`config.mk`:
```
export PLATFORM = sky130hd
export DESIGN_NAME = i2c_txcmd_fifo
export DESIGN_NICKNAME = d
export VERILOG_FILES = /design/src/rtl/i2c_txq_pkg.sv /design/src/rtl/i2c_txq_store.sv /design/src/rtl/i2c_txq_decode.sv /design/src/rtl/i2c_txcmd_fifo.sv
export SDC_FILE = /design/constraint.sdc
export NUM_CORES = 1
export LEC_CHECK = 0
export BUFFER_PORTS_ARGS = -buffer_cell sky130_fd_sc_hd__buf_2
export CAP_MARGIN = 15
export CORE_MARGIN = 2
export CORE_UTILIZATION = 30
export CTS_CLUSTER_DIAMETER = 30
export DETAILED_ROUTE_END_ITERATION = 12
export PLACE_DENSITY = 0.44
export SYNTH_ARGS = -nofsm -noshare
export SYNTH_HDL_FRONTEND = slang
export SYNTH_SLANG_ARGS = --single-unit
```
`constraint.sdc`:
```
create_clock -name clk -period 5.85 [get_ports clk]
set_input_delay 0 -clock clk [delete_from_list [all_inputs] [get_ports clk]]
set_output_delay 0 -clock clk [all_outputs]
set_load 0.01 [all_outputs]
```
`src/rtl/i2c_txq_pkg.sv`:
```
// Package: shared constants and types for the I2C transmit command queue.
// Assumes a 32-bit host word with the byte in the low bits and two flag bits above it.
package i2c_txq_pkg;
    localparam int BUS_W    = 32;
    localparam int BYTE_W   = 8;
    localparam int BEGIN_POS = 8;
    localparam int END_POS   = 9;

    typedef enum logic [1:0] {
        KIND_NONE    = 2'd0,
        KIND_START   = 2'd1,
        KIND_RESTART = 2'd2
    } start_kind_e;

    typedef struct packed {
        logic              begin_f;
        logic              end_f;
        logic [BYTE_W-1:0] data;
    } q_entry_t;
endpackage

```
`src/rtl/i2c_txq_store.sv`:
```
// Module: circular storage with pointers, fill count and a registered head byte.
// Assumes push and pop requests are qualified here against full, empty and flush.
// The byte array and the head register carry no reset, so the head byte survives reset.
// The per-entry flags are reset to zero.
module i2c_txq_store #(
    parameter int DEPTH = 16,
    parameter int DW    = 8
) (
    input  logic                         clk,
    input  logic                         rst_n,
    input  logic                         push_i,
    input  logic                         pop_i,
    input  logic                         flush_i,
    input  logic [DW-1:0]                wr_byte_i,
    input  logic                         wr_begin_i,
    input  logic                         wr_end_i,
    output logic [DW-1:0]                head_byte_o,
    output logic                         head_begin_o,
    output logic                         head_end_o,
    output logic [$clog2(DEPTH+1)-1:0]   level_o,
    output logic                         full_o,
    output logic                         empty_o
);
    localparam int AW = (DEPTH > 1) ? $clog2(DEPTH) : 1;
    localparam int CW = $clog2(DEPTH + 1);
    localparam logic [AW-1:0] LAST = AW'(DEPTH - 1);

    logic [AW-1:0] wr_ptr, rd_ptr, rd_next;
    logic [CW-1:0] count;
    logic          push_ok, pop_ok;
    logic [DW-1:0] mem [DEPTH];
    logic [DEPTH-1:0] begin_q, end_q;
    logic [DW-1:0] head_q;

    // Qualify requests: flush wins, a full queue rejects, an empty one cannot pop.
    assign push_ok = push_i && !full_o && !flush_i;
    assign pop_ok  = pop_i && !empty_o && !flush_i;
    assign rd_next = (rd_ptr == LAST) ? '0 : rd_ptr + 1'b1;

    // Status from the fill count.
    assign full_o  = (count == CW'(DEPTH));
    assign empty_o = (count == '0);
    assign level_o = count;

    // Byte array write, no reset on purpose.
    always_ff @(posedge clk) begin
        if (push_ok) mem[wr_ptr] <= wr_byte_i;
    end

    // Per-entry flag registers, cleared by reset.
    for (genvar g = 0; g < DEPTH; g++) begin : g_flag
        always_ff @(posedge clk) begin
            if (!rst_n) begin
                begin_q[g] <= 1'b0;
                end_q[g]   <= 1'b0;
            end else if (push_ok && wr_ptr == AW'(g)) begin
                begin_q[g] <= wr_begin_i;
                end_q[g]   <= wr_end_i;
            end
        end
    end

    // Pointer and count update, flush restarts both pointers.
    always_ff @(posedge clk) begin
        if (!rst_n || flush_i) begin
            wr_ptr <= '0;
            rd_ptr <= '0;
            count  <= '0;
        end else begin
            if (push_ok) wr_ptr <= (wr_ptr == LAST) ? '0 : wr_ptr + 1'b1;
            if (pop_ok)  rd_ptr <= rd_next;
            case ({push_ok, pop_ok})
                2'b10:   count <= count + 1'b1;
                2'b01:   count <= count - 1'b1;
                default: count <= count;
            endcase
        end
    end

    // Head byte register: loads the byte that becomes the head, otherwise holds.
    always_ff @(posedge clk) begin
        if (push_ok && (empty_o || (pop_ok && count == CW'(1))))
            head_q <= wr_byte_i;
        else if (pop_ok && count > CW'(1))
            head_q <= mem[rd_next];
    end

    assign head_byte_o  = head_q;
    assign head_begin_o = begin_q[rd_ptr] && !empty_o;
    assign head_end_o   = end_q[rd_ptr] && !empty_o;
endmodule

```
`src/rtl/i2c_txq_decode.sv`:
```
// Module: turns the head entry into a tagged command for the master engine.
// Assumes master_active and rx_mode are stable engine state while an entry waits.
module i2c_txq_decode
    import i2c_txq_pkg::*;
#(
    parameter int DW = 8
) (
    input  logic          empty_i,
    input  logic [DW-1:0] head_byte_i,
    input  logic          head_begin_i,
    input  logic          head_end_i,
    input  logic          master_active_i,
    input  logic          rx_mode_i,
    output logic          cmd_valid_o,
    output start_kind_e   cmd_kind_o,
    output logic          cmd_stop_o,
    output logic          cmd_is_count_o,
    output logic [DW-1:0] cmd_byte_o
);
    // Classify the begin flag against the engine's bus ownership.
    always_comb begin
        if (!head_begin_i)        cmd_kind_o = KIND_NONE;
        else if (master_active_i) cmd_kind_o = KIND_RESTART;
        else                      cmd_kind_o = KIND_START;
    end

    assign cmd_valid_o    = !empty_i;
    assign cmd_stop_o     = head_end_i;
    assign cmd_is_count_o = head_end_i && rx_mode_i;
    assign cmd_byte_o     = head_byte_i;
endmodule

```
`src/rtl/i2c_txcmd_fifo.sv`:
```
// Module: top of the I2C transmit command queue.
// It splits host words into byte and flags, stores them, exposes head readback
// and status, and offers the decoded head entry to the engine.
// Assumes one host write per wr_valid cycle, and that the host honours full.
module i2c_txcmd_fifo
    import i2c_txq_pkg::*;
#(
    parameter int DEPTH = 16,
    localparam int CW   = $clog2(DEPTH + 1)
) (
    input  logic              clk,
    input  logic              rst_n,
    input  logic              wr_valid,
    input  logic [BUS_W-1:0]  wr_data,
    input  logic              flush,
    output logic [BUS_W-1:0]  rd_word,
    output logic [CW-1:0]     level,
    output logic              full,
    output logic              empty,
    input  logic              master_active,
    input  logic              rx_mode,
    output logic              cmd_valid,
    input  logic              cmd_ready,
    output logic [1:0]        cmd_kind,
    output logic              cmd_stop,
    output logic              cmd_is_count,
    output logic [BYTE_W-1:0] cmd_byte
);
    q_entry_t    wr_entry;
    logic [BYTE_W-1:0] head_byte;
    logic        head_begin, head_end;
    start_kind_e kind;
    logic        unused_reserved;

    // Field split of the host word; reserved bits are dropped.
    assign wr_entry.data    = wr_data[BYTE_W-1:0];
    assign wr_entry.begin_f = wr_data[BEGIN_POS];
    assign wr_entry.end_f   = wr_data[END_POS];
    assign unused_reserved  = ^wr_data[BUS_W-1:END_POS+1];

    i2c_txq_store #(.DEPTH(DEPTH), .DW(BYTE_W)) store_i (
        .clk          (clk),
        .rst_n        (rst_n),
        .push_i       (wr_valid),
        .pop_i        (cmd_ready),
        .flush_i      (flush),
        .wr_byte_i    (wr_entry.data),
        .wr_begin_i   (wr_entry.begin_f),
        .wr_end_i     (wr_entry.end_f),
        .head_byte_o  (head_byte),
        .head_begin_o (head_begin),
        .head_end_o   (head_end),
        .level_o      (level),
        .full_o       (full),
        .empty_o      (empty)
    );

    i2c_txq_decode #(.DW(BYTE_W)) decode_i (
        .empty_i         (empty),
        .head_byte_i     (head_byte),
        .head_begin_i    (head_begin),
        .head_end_i      (head_end),
        .master_active_i (master_active),
        .rx_mode_i       (rx_mode),
        .cmd_valid_o     (cmd_valid),
        .cmd_kind_o      (kind),
        .cmd_stop_o      (cmd_stop),
        .cmd_is_count_o  (cmd_is_count),
        .cmd_byte_o      (cmd_byte)
    );

    // Readback: byte only, flag positions and above read as zero.
    assign rd_word  = {{(BUS_W-BYTE_W){1'b0}}, head_byte};
    assign cmd_kind = kind;
endmodule

```
==> results of run 1 <==
==> repair_timing <==
item	in CTS	in global routing
setup buffers	0	0
hold buffers	12	0
resized for setup	0	0
hold endpoints to repair	143	0
==> flip-flops by register name, indices dropped and copies added, names as in the netlist <==
| signal | count |
|---|---|
| store_i.wr_ptr | 4 |
| store_i.rd_ptr | 4 |
| store_i.end_q | 16 |
| store_i.begin_q | 16 |
| store_i.head_byte_o | 8 |
| store_i.level_o | 5 |
| store_i.mem | 128 |
==> area by class of cell <==
cell class	count	area [sq um]
multi-input cells	354	2580
clock inverters	15	158
flip-flops and latches	181	4980
clock buffers	17	425
inverters	9	33.8
fillers	2523	17000
repair buffers	62	405
well taps	335	419
==> layout by cell type (no fill, tap or decap), types with 4 or more instances in the layout <==
master / netlist / routed
inv_8: 0 / 7
xor2_1: 5 / 5
clkbuf_16: 0 / 17
nor2b_1: 9 / 9
buf_2: 7 / 44
nand3_1: 14 / 14
ha_1: 10 / 10
buf_4: 35 / 5
conb_1: 1 / 24
nor2_1: 38 / 38
a2111oi_0: 6 / 6
nand2_1: 72 / 72
and2_1: 7 / 7
a21boi_0: 24 / 24
dlygate4sd3_1: 0 / 12
inv_1: 7 / 7
o21ai_0: 25 / 25
a21oi_1: 7 / 7
dfxtp_1: 45 / 45
edfxtp_1: 136 / 136
mux2i_1: 15 / 15
a31oi_1: 20 / 20
mux4_2: 24 / 24
a32oi_1: 6 / 6
xnor2_1: 6 / 6
nand4_1: 6 / 6
mux4_1: 4 / 4
==> synth_stat cells (4+ instances only) <==
cell type | count | area [sq um]
mux4_2 | 24 | 541
a32oi_1 | 6 | 52.6
edfxtp_1 | 136 | 4080
nor2_1 | 38 | 143
a21boi_0 | 24 | 180
a21oi_1 | 7 | 35.0
ha_1 | 10 | 125
and2_1 | 7 | 43.8
dfxtp_1 | 45 | 901
xor2_1 | 5 | 43.8
mux2i_1 | 15 | 150
buf_4 | 35 | 263
buf_6 | 4 | 45.0
a2111oi_0 | 6 | 52.6
a31oi_1 | 20 | 125
nor2b_1 | 9 | 56.3
nand3_1 | 14 | 70.1
buf_2 | 7 | 35.0
inv_1 | 7 | 26.3
nand4_1 | 6 | 37.5
xnor2_1 | 6 | 52.6
mux4_1 | 4 | 105
nand2_1 | 72 | 270
clkbuf_1 | 17 | 63.8
o21ai_0 | 25 | 125
==> critical path, stage by stage (launching register included) <==
cell and delay (ns):
dfxtp_1 0.84, ha_1 0.44, a31o_2 0.60, buf_16 0.24, mux4_1 0.56, mux2_2 0.29, nand3_1 0.08, o311ai_1 0.09
==> final timing paths <==
path,startpoint,endpoint,cells past startpoint
max reg2reg,store_i.rd_ptr[0]$_SDFFE_PP0P_,store_i.head_byte_o[3]$_DFFE_PP_,7
min,rst_n,store_i.begin_q[6]$_SDFFE_PN0P_,2
max,store_i.rd_ptr[0]$_SDFFE_PP0P_,store_i.head_byte_o[3]$_DFFE_PP_,7
min reg2reg,store_i.begin_q[8]$_SDFFE_PN0P_,store_i.begin_q[8]$_SDFFE_PN0P_,2
==> metal layers <==
| metal | vias to the layer above | share of wire |
|---|---|---|
| met4 | 0 | 0.010 |
| met2 | 116 | 0.50 |
| met5 | - | 0 |
| li1 | 2218 | - |
| met1 | 2316 | 0.44 |
| met3 | 14 | 0.048 |
==> power by group <==
group	internal (mW)	switching (mW)	leakage [nW]	total (mW)
Sequential	1.39	0.00599	1.59	1.39
Combinational	0.0387	0.0741	1.10	0.113
Clock	0.572	0.556	0.284	1.13
Total	2.00	0.636	2.98	2.63
==> kinds of logic after synthesis <==
family                   after synthesis  share of synthesized area
other                                  1                   0.000473
XOR/XNOR                              11                     0.0121
adder cells (fa/ha/maj)               10                     0.0158
flip-flops                           181                      0.628
multiplexers                          45                      0.103
AND/OR/NAND/NOR                      167                      0.100
buffers and inverters                 74                     0.0579
AO/OA/AOI/OAI                         97                     0.0825
==> flow_summary.yaml, run 1 <==
critical_path:
  critical_path_class: "reg -> reg"
  cp_data_arrival_time_ns: 3.59
  required_ns: 6.02
  start_kind: "register"
  r2r_slack_ns: 2.43
  end_kind: "register"
  crit_fanout: 20
detailed_routing:
  drtPass1Iterations: 4
  wl_um: 17900
  remaining_drc_errors: 0
  drtIter0Drc: 381
  dr_total_vias: 4664
  antenna_left: 0
  viasPerCell: 4.79
  routedWlPerCell_um: 18.4
timing:
  tightestPinTransition_ns: 1.06
  fmax_ghz: 0.293
  clock-skew-final_ns: 0.0122
  period_share: 0.584
  whs_ns: 0.0731
  timing.slew.headroom: 0.293
  setup-violations-final: 0
  tns_ns: 0
  period_minus_slack_ns: 3.42
  rsz0062_at_grt: "false"
  hold_violations: 0
  worst_slack_ns: 2.43
  slew_violations: 0
finish:
  diodes: 0
  utilization: 0.347
  drive_gt1_frac: 0.183
  final_area_sq_um: 9000
  syn2layout_area_growth_pct: 13.5
  fin_nets: 674
  fin_cells: 973
pwr:
  cellLeakagePower_nw: 2.98
  power.density_nw_per_um2: 292
  p_total_mw: 2.63
  max-vdd-ir-drop_uv: 192
min_path:
  worstHoldPathType: "in -> reg"
floorplan:
  die_y_um: 167
  die_area_sq_um: 27800
  ios: 91
  core_sq_um: 26000
  start_util: 0.305
  chipWidth_um: 167
  fp-row-count: 59
placed_design:
  finalWeightedCongestion: 0.812
  dpl.hpwl_um: 12300
  portBuffers: 44
  placed_area_sq_um: 8270
  dp_cells: 928
  pre_cts_slack_ns: 2.12
global_route:
  grt_pass1_wl_um: 27700
  grt.overflow.total: 0
  antenna_found_initial: 0
  grt_pass1_vias: 4758
  grt_max_degree: 34
  met1_usage: 0.165
  met3_usage: 0.0335
  met2_usage: 0.231
  grt.total_usage: 0.133
  grt_most_used_layer: "met2"
yosys:
  synth_flop_cell: "edfxtp_1"
  syn_area_sq_um: 7940
  synth_cell_type_count: 48
  ys_seq_area_frac: 0.628
  yosys_warnings: 0
  ys_ff_latch: 181
  async_flop_share: 0
  synth-edff-count: 136
  syn_inst: 586
  syn_area_per_cell_sq_um: 13.5
clocking:
  tritoncts: "yes"
  clock_path_buffers: 2
  htreeDepth: 4
  clk_latency_ns: 0.44
  numCtsBuffers: 17
  clk_pin_slew_ns: 0.07
  cts.sinks: 181
  cts-root-buf: "clkbuf_16"
run_status:
  outcome: "completed"
run:
  maxCapViolCount: 0
No activity file was read; power rests on OpenSTA's default activity.
==> run 2: changes to the inputs <==
==> constraint.sdc (replaced) <==
create_clock -name clk -period 3.2 [get_ports clk]
set_input_delay 0 -clock clk [delete_from_list [all_inputs] [get_ports clk]]
set_output_delay 0 -clock clk [all_outputs]
set_load 0.01 [all_outputs]
==> run 2 against run 1 <==
Net effect:
- clock power increased by 85%
- global-route usage about the same
- critical path depth fell by 1
- worst setup slack worse by 1.9 ns
- core utilization up 0.69 points
- die area unchanged
- highest routed layer unchanged
==> flow_summary.yaml, run 2 (same netlist as run 1, synthesis figures left out) <==
detailed_routing:
  dr_total_vias: 4755
  wl_um: 18100
  remaining_drc_errors: 0
  antenna_left: 0
  routedWlPerCell_um: 18.2
  viasPerCell: 4.77
  drtIter0Drc: 268
  drtPass1Iterations: 4
timing:
  tns_ns: 0
  period_share: 0.827
  timing.slew.headroom: 0.473
  hold_violations: 0
  setup-violations-final: 0
  period_minus_slack_ns: 2.65
  rsz0062_at_grt: "false"
  clock-skew-final_ns: 0.0119
  fmax_ghz: 0.378
  slew_violations: 0
  tightestPinTransition_ns: 0.789
floorplan:
  die_y_um: 167
  start_util: 0.305
  ios: 91
  die_area_sq_um: 27800
  core_sq_um: 26000
  fp-row-count: 59
  chipWidth_um: 167
finish:
  fin_nets: 697
  final_area_sq_um: 9180
  drive_gt1_frac: 0.212
  syn2layout_area_growth_pct: 15.7
  fill_cells: 2538
  multi_input_comb_area_sq_um: 2580
  seqCellArea_sq_um: 4980
  largest_reg_flops: 128
  final_cell_mix: "136 x edfxtp_1, 72 x nand2_1, 45 x dfxtp_1"
  diodes: 0
  largest_register: "store_i.mem"
  reg_top3: "store_i.mem (128), store_i.begin_q (16), store_i.end_q (16)"
  final_common_cell: "edfxtp_1"
clocking:
  clk_pin_slew_ns: 0.07
  cts-root-buf: "clkbuf_16"
  numCtsBuffers: 17
  cts.repair.resized: 0
  clk_latency_ns: 0.43
  cts.sinks: 181
  tritoncts: "yes"
  clock_path_buffers: 2
  htreeDepth: 4
placed_design:
  placed_area_sq_um: 8470
  dpl.hpwl_um: 12700
  portBuffers: 44
  finalWeightedCongestion: 0.757
pwr:
  max-vdd-ir-drop_uv: 298
  cellLeakagePower_nw: 3.10
  power.density_nw_per_um2: 528
critical_path:
  critPathMaxStageDelay_ns: 0.66
  worstPathCellList: "ha_1 > inv_1 > nor2_1 > nand3_1 > a32oi_1 > a31oi_1"
  start_kind: "register"
  cp_data_arrival_time_ns: 2.79
  r2r-start: "store_i.rd_ptr[0]$_SDFFE_PP0P_"
  crit_fanout: 14
  cp_slowest_cell: "ha_1"
  end_kind: "register"
  critical_path_class: "reg -> reg"
  crit_start: "store_i.rd_ptr[0]$_SDFFE_PP0P_"
  required_ns: 3.34
min_path:
  holdCritStartpoint: "rst_n"
  worstHoldPathType: "in -> reg"
global_route:
  grt.total_usage: 0.133
  grt_pass1_wl_um: 28000
  antenna_found_initial: 0
  grt_max_degree: 34
  grt_pass1_vias: 4684
  grt.overflow.total: 0
run:
  maxCapViolCount: 0
run_status:
  outcome: "completed"
-- run 2: changes by cell type in the layout (fill, tap and decap cells not counted), sizes merged --
cell / delta
buf: +23
clkinv: -2
clkinvlp: -1
inv: +3
-- run 2: power by group --
part / switching [mW] / internal [mW] / total [mW]
registers: 0.00909 / 2.53 / 2.54
logic: 0.139 / 0.0753 / 0.214
clock network: 1.02 / 1.06 / 2.09
total: 1.17 / 3.67 / 4.84
-- run 2: what timing repair did --
action | 4_1_cts | 5_1_grt
endpoints found under the hold margin | 133 | 0
hold buffers | 12 | 0
buffers inserted | 0 | 0
-- run 2: through the flow --
stage | instances | power (mW) | hold slack (ns) | util | setup slack (ns)
2_1_floorplan | 609 | 2.74 | 0.0475 | - | 0.651
3_3_place_gp | 952 | 2.80 | 0.245 | 0.326 | 0.567
3_5_place_dp | 952 | 2.81 | 0.245 | 0.326 | 0.526
4_1_cts | 996 | 4.90 | 0.0851 | 0.353 | 0.529
5_1_grt | 996 | 5.01 | 0.0984 | 0.353 | 0.295
6_report | 996 | 4.84 | 0.0799 | 0.353 | 0.553
-- run 2: layer usage --
metal / vias to the layer above / track usage / wire, um
met2: 96 / 0.231 / 9080
met3: 10 / 0.0257 / 706
li1: 2266 / - / -
met5: - / 0 / 0
met4: 0 / 0.0341 / 155
met1: 2383 / 0.171 / 8170
-- run 2: area by class of cell --
type | count | area share
clock buffers | 17 | 0.0463
clock inverters | 15 | 0.0187
inverters | 9 | 0.00368
multi-input cells | 354 | 0.281
flip-flops and latches | 181 | 0.543
well taps | 335 | 0.0456
repair buffers | 85 | 0.0621
-- run 2: final timing paths --
path,endpoint,slack [ns],cells after the start
max,store_i.head_byte_o[5]$_DFFE_PP_,0.55,6
min reg2reg,store_i.end_q[15]$_SDFFE_PN0P_,0.49,2
max reg2reg,store_i.head_byte_o[5]$_DFFE_PP_,0.55,6
min,store_i.begin_q[7]$_SDFFE_PN0P_,0.08,2
-- run 2: critical path, delay by kind of cell, from the launching register on --
kind / cells / cell delay [ns]
compound gates: 2 / 0.45
fa+ha+maj: 1 / 0.66
buf+inv: 1 / 0.31
flops: 1 / 0.32
simple gates: 2 / 0.61
==> run 3: changes to the inputs <==
--- a/config.mk
+++ b/config.mk
@@ -11,7 +11,7 @@
 export CORE_UTILIZATION = 30
 export CTS_CLUSTER_DIAMETER = 30
 export DETAILED_ROUTE_END_ITERATION = 12
-export PLACE_DENSITY = 0.44
+export PLACE_DENSITY = 0.45
 export SYNTH_ARGS = -nofsm -noshare
 export SYNTH_HDL_FRONTEND = slang
 export SYNTH_SLANG_ARGS = --single-unit
==> constraint.sdc (replaced) <==
create_clock -name clk -period 2.1 [get_ports clk]
set_input_delay 0 -clock clk [delete_from_list [all_inputs] [get_ports clk]]
set_output_delay 0 -clock clk [all_outputs]
set_load 0.01 [all_outputs]
==> run 3 against run 2 <==
Net effect:
- the flow now finishes with violations (setup timing)
- clock power rose by 48%
- die area did not move
- power rose by 52%
- highest routed layer unchanged
==> flow_summary.yaml, run 3 (same netlist as run 1, synthesis figures left out) <==
detailed_routing:
  routedWlPerCell_um: 18.4
  remaining_drc_errors: 0
  dr_total_vias: 4968
  drtIter0Drc: 279
  drtPass1Iterations: 4
  top_layer: "met4"
  wirelength_met1_um: 8300
  viasPerCell: 4.80
  met2_wirelength_um: 9820
  antenna_left: 0
  wl_um: 19000
  wl_met3_um: 623
timing:
  setup-violations-final: 8
  hold_violations: 0
  fmax_ghz: 0.434
  clock-skew-final_ns: 0.00999
  timing.slew.headroom: 0.628
  worst_slack_ns: -0.202
  period_share: 1.10
  rsz0062_at_grt: "true"
  period_minus_slack_ns: 2.30
  slew_violations: 0
  tightestPinTransition_ns: 0.557
global_route:
  antenna_found_initial: 0
  grt_max_degree: 33
  grt_pass1_wl_um: 29500
  grt.overflow.total: 0
  grt_pass1_vias: 5123
  grt.total_usage: 0.140
floorplan:
  start_util: 0.305
  ios: 91
  die_y_um: 167
  chipWidth_um: 167
  core_sq_um: 26000
  die_area_sq_um: 27800
  fp-row-count: 59
critical_path:
  start_kind: "register"
  critical_path_class: "reg -> out"
  end_kind: "output pin"
  cp_data_arrival_time_ns: 2.30
  crit_fanout: 5
  required_ns: 2.10
  r2r_slack_ns: -0.06
placed_design:
  placed_area_sq_um: 8730
  pre_cts_slack_ns: -0.196
  dp_cells: 972
  portBuffers: 44
  dpl.hpwl_um: 13000
  finalWeightedCongestion: 0.746
pwr:
  cellLeakagePower_nw: 3.39
  power.density_nw_per_um2: 736
  max-vdd-ir-drop_uv: 498
  p_total_mw: 7.36
run_status:
  violations: "setup timing"
  outcome: "complete, but fails checks"
finish:
  diodes: 0
  multi_input_comb_area_sq_um: 2970
  syn2layout_area_growth_pct: 26.1
  final_cell_mix: "136 x edfxtp_1, 71 x nand2_1, 52 x buf_4"
  largest_reg_flops: 128
  fill_cells: 2485
  largest_register: "store_i.mem"
  drive_gt1_frac: 0.339
  fin_nets: 735
  final_common_cell: "edfxtp_1"
  utilization: 0.385
  final_area_sq_um: 10000
  reg_top3: "store_i.mem (128), store_i.begin_q (16), store_i.end_q (16)"
  seqCellArea_sq_um: 5000
  fin_cells: 1034
clocking:
  clk_pin_slew_ns: 0.07
  clk_latency_ns: 0.42
  numCtsBuffers: 17
  tritoncts: "yes"
  clock_path_buffers: 2
  cts.sinks: 181
  cts-root-buf: "clkbuf_16"
  htreeDepth: 4
run:
  maxCapViolCount: 0
min_path:
  worstHoldPathType: "in -> reg"
==> run 3: area by class of cell <==
class,count,area share
clock buffer,18,0.0429
clock inverter,14,0.0141
inverter,9,0.00438
multi-input combinational,354,0.296
sequential,181,0.500
tap,335,0.0419
timing repair buffer,123,0.101
==> run 3: worst max-delay path, cell delays in order (launching register included) <==
cell and delay (ns):
dfxtp_4 0.42, buf_12 0.14, mux4_2 0.52, mux4_2 0.51
and3_4 0.18, buf_6 0.11
==> run 3: timing repair <==
item                       4_1_cts  5_1_grt
hold buffers                     9        0
hold endpoints to repair        98        0
cloned                           1        0
resized for setup               48       42
setup buffers                    9       11
pin swaps                       18       25
setup endpoints to repair       12       60
==> run 3: final timing paths <==
path              depth (start not counted)                       startpoint                               end
setup / recovery                          5   store_i.rd_ptr[0]$_SDFFE_PP0P_                       cmd_kind[1]
hold / removal                            1                       wr_data[2]       store_i.mem[9][2]$_DFFE_PP_
setup reg to reg                          9   store_i.rd_ptr[0]$_SDFFE_PP0P_  store_i.head_byte_o[1]$_DFFE_PP_
hold reg to reg                           2  store_i.begin_q[4]$_SDFFE_PN0P_   store_i.begin_q[4]$_SDFFE_PN0P_
==> run 3: through the flow <==
stage / TNS, ns / hold WS (ns)
3_3_place_gp: -0.731 / 0.245
5_1_grt: -1.64 / 0.00947
4_1_cts: -0.961 / 0.00944
2_1_floorplan: 0 / 0.0475
6_report: -0.832 / 0.00344
3_5_place_dp: -0.955 / 0.250
==> run 3: routing by layer <==
metal,vias to the layer above,track usage
met5,-,0
met4,0,0.0364
met3,19,0.0299
met2,107,0.247
met1,2505,0.174
li1,2337,-
==> run 3: where the power goes <==
part           switching [mW]  internal [mW]  total, mW
Clock                    1.42           1.67       3.10
Sequential             0.0128           3.86       3.88
Combinational           0.234          0.156      0.391
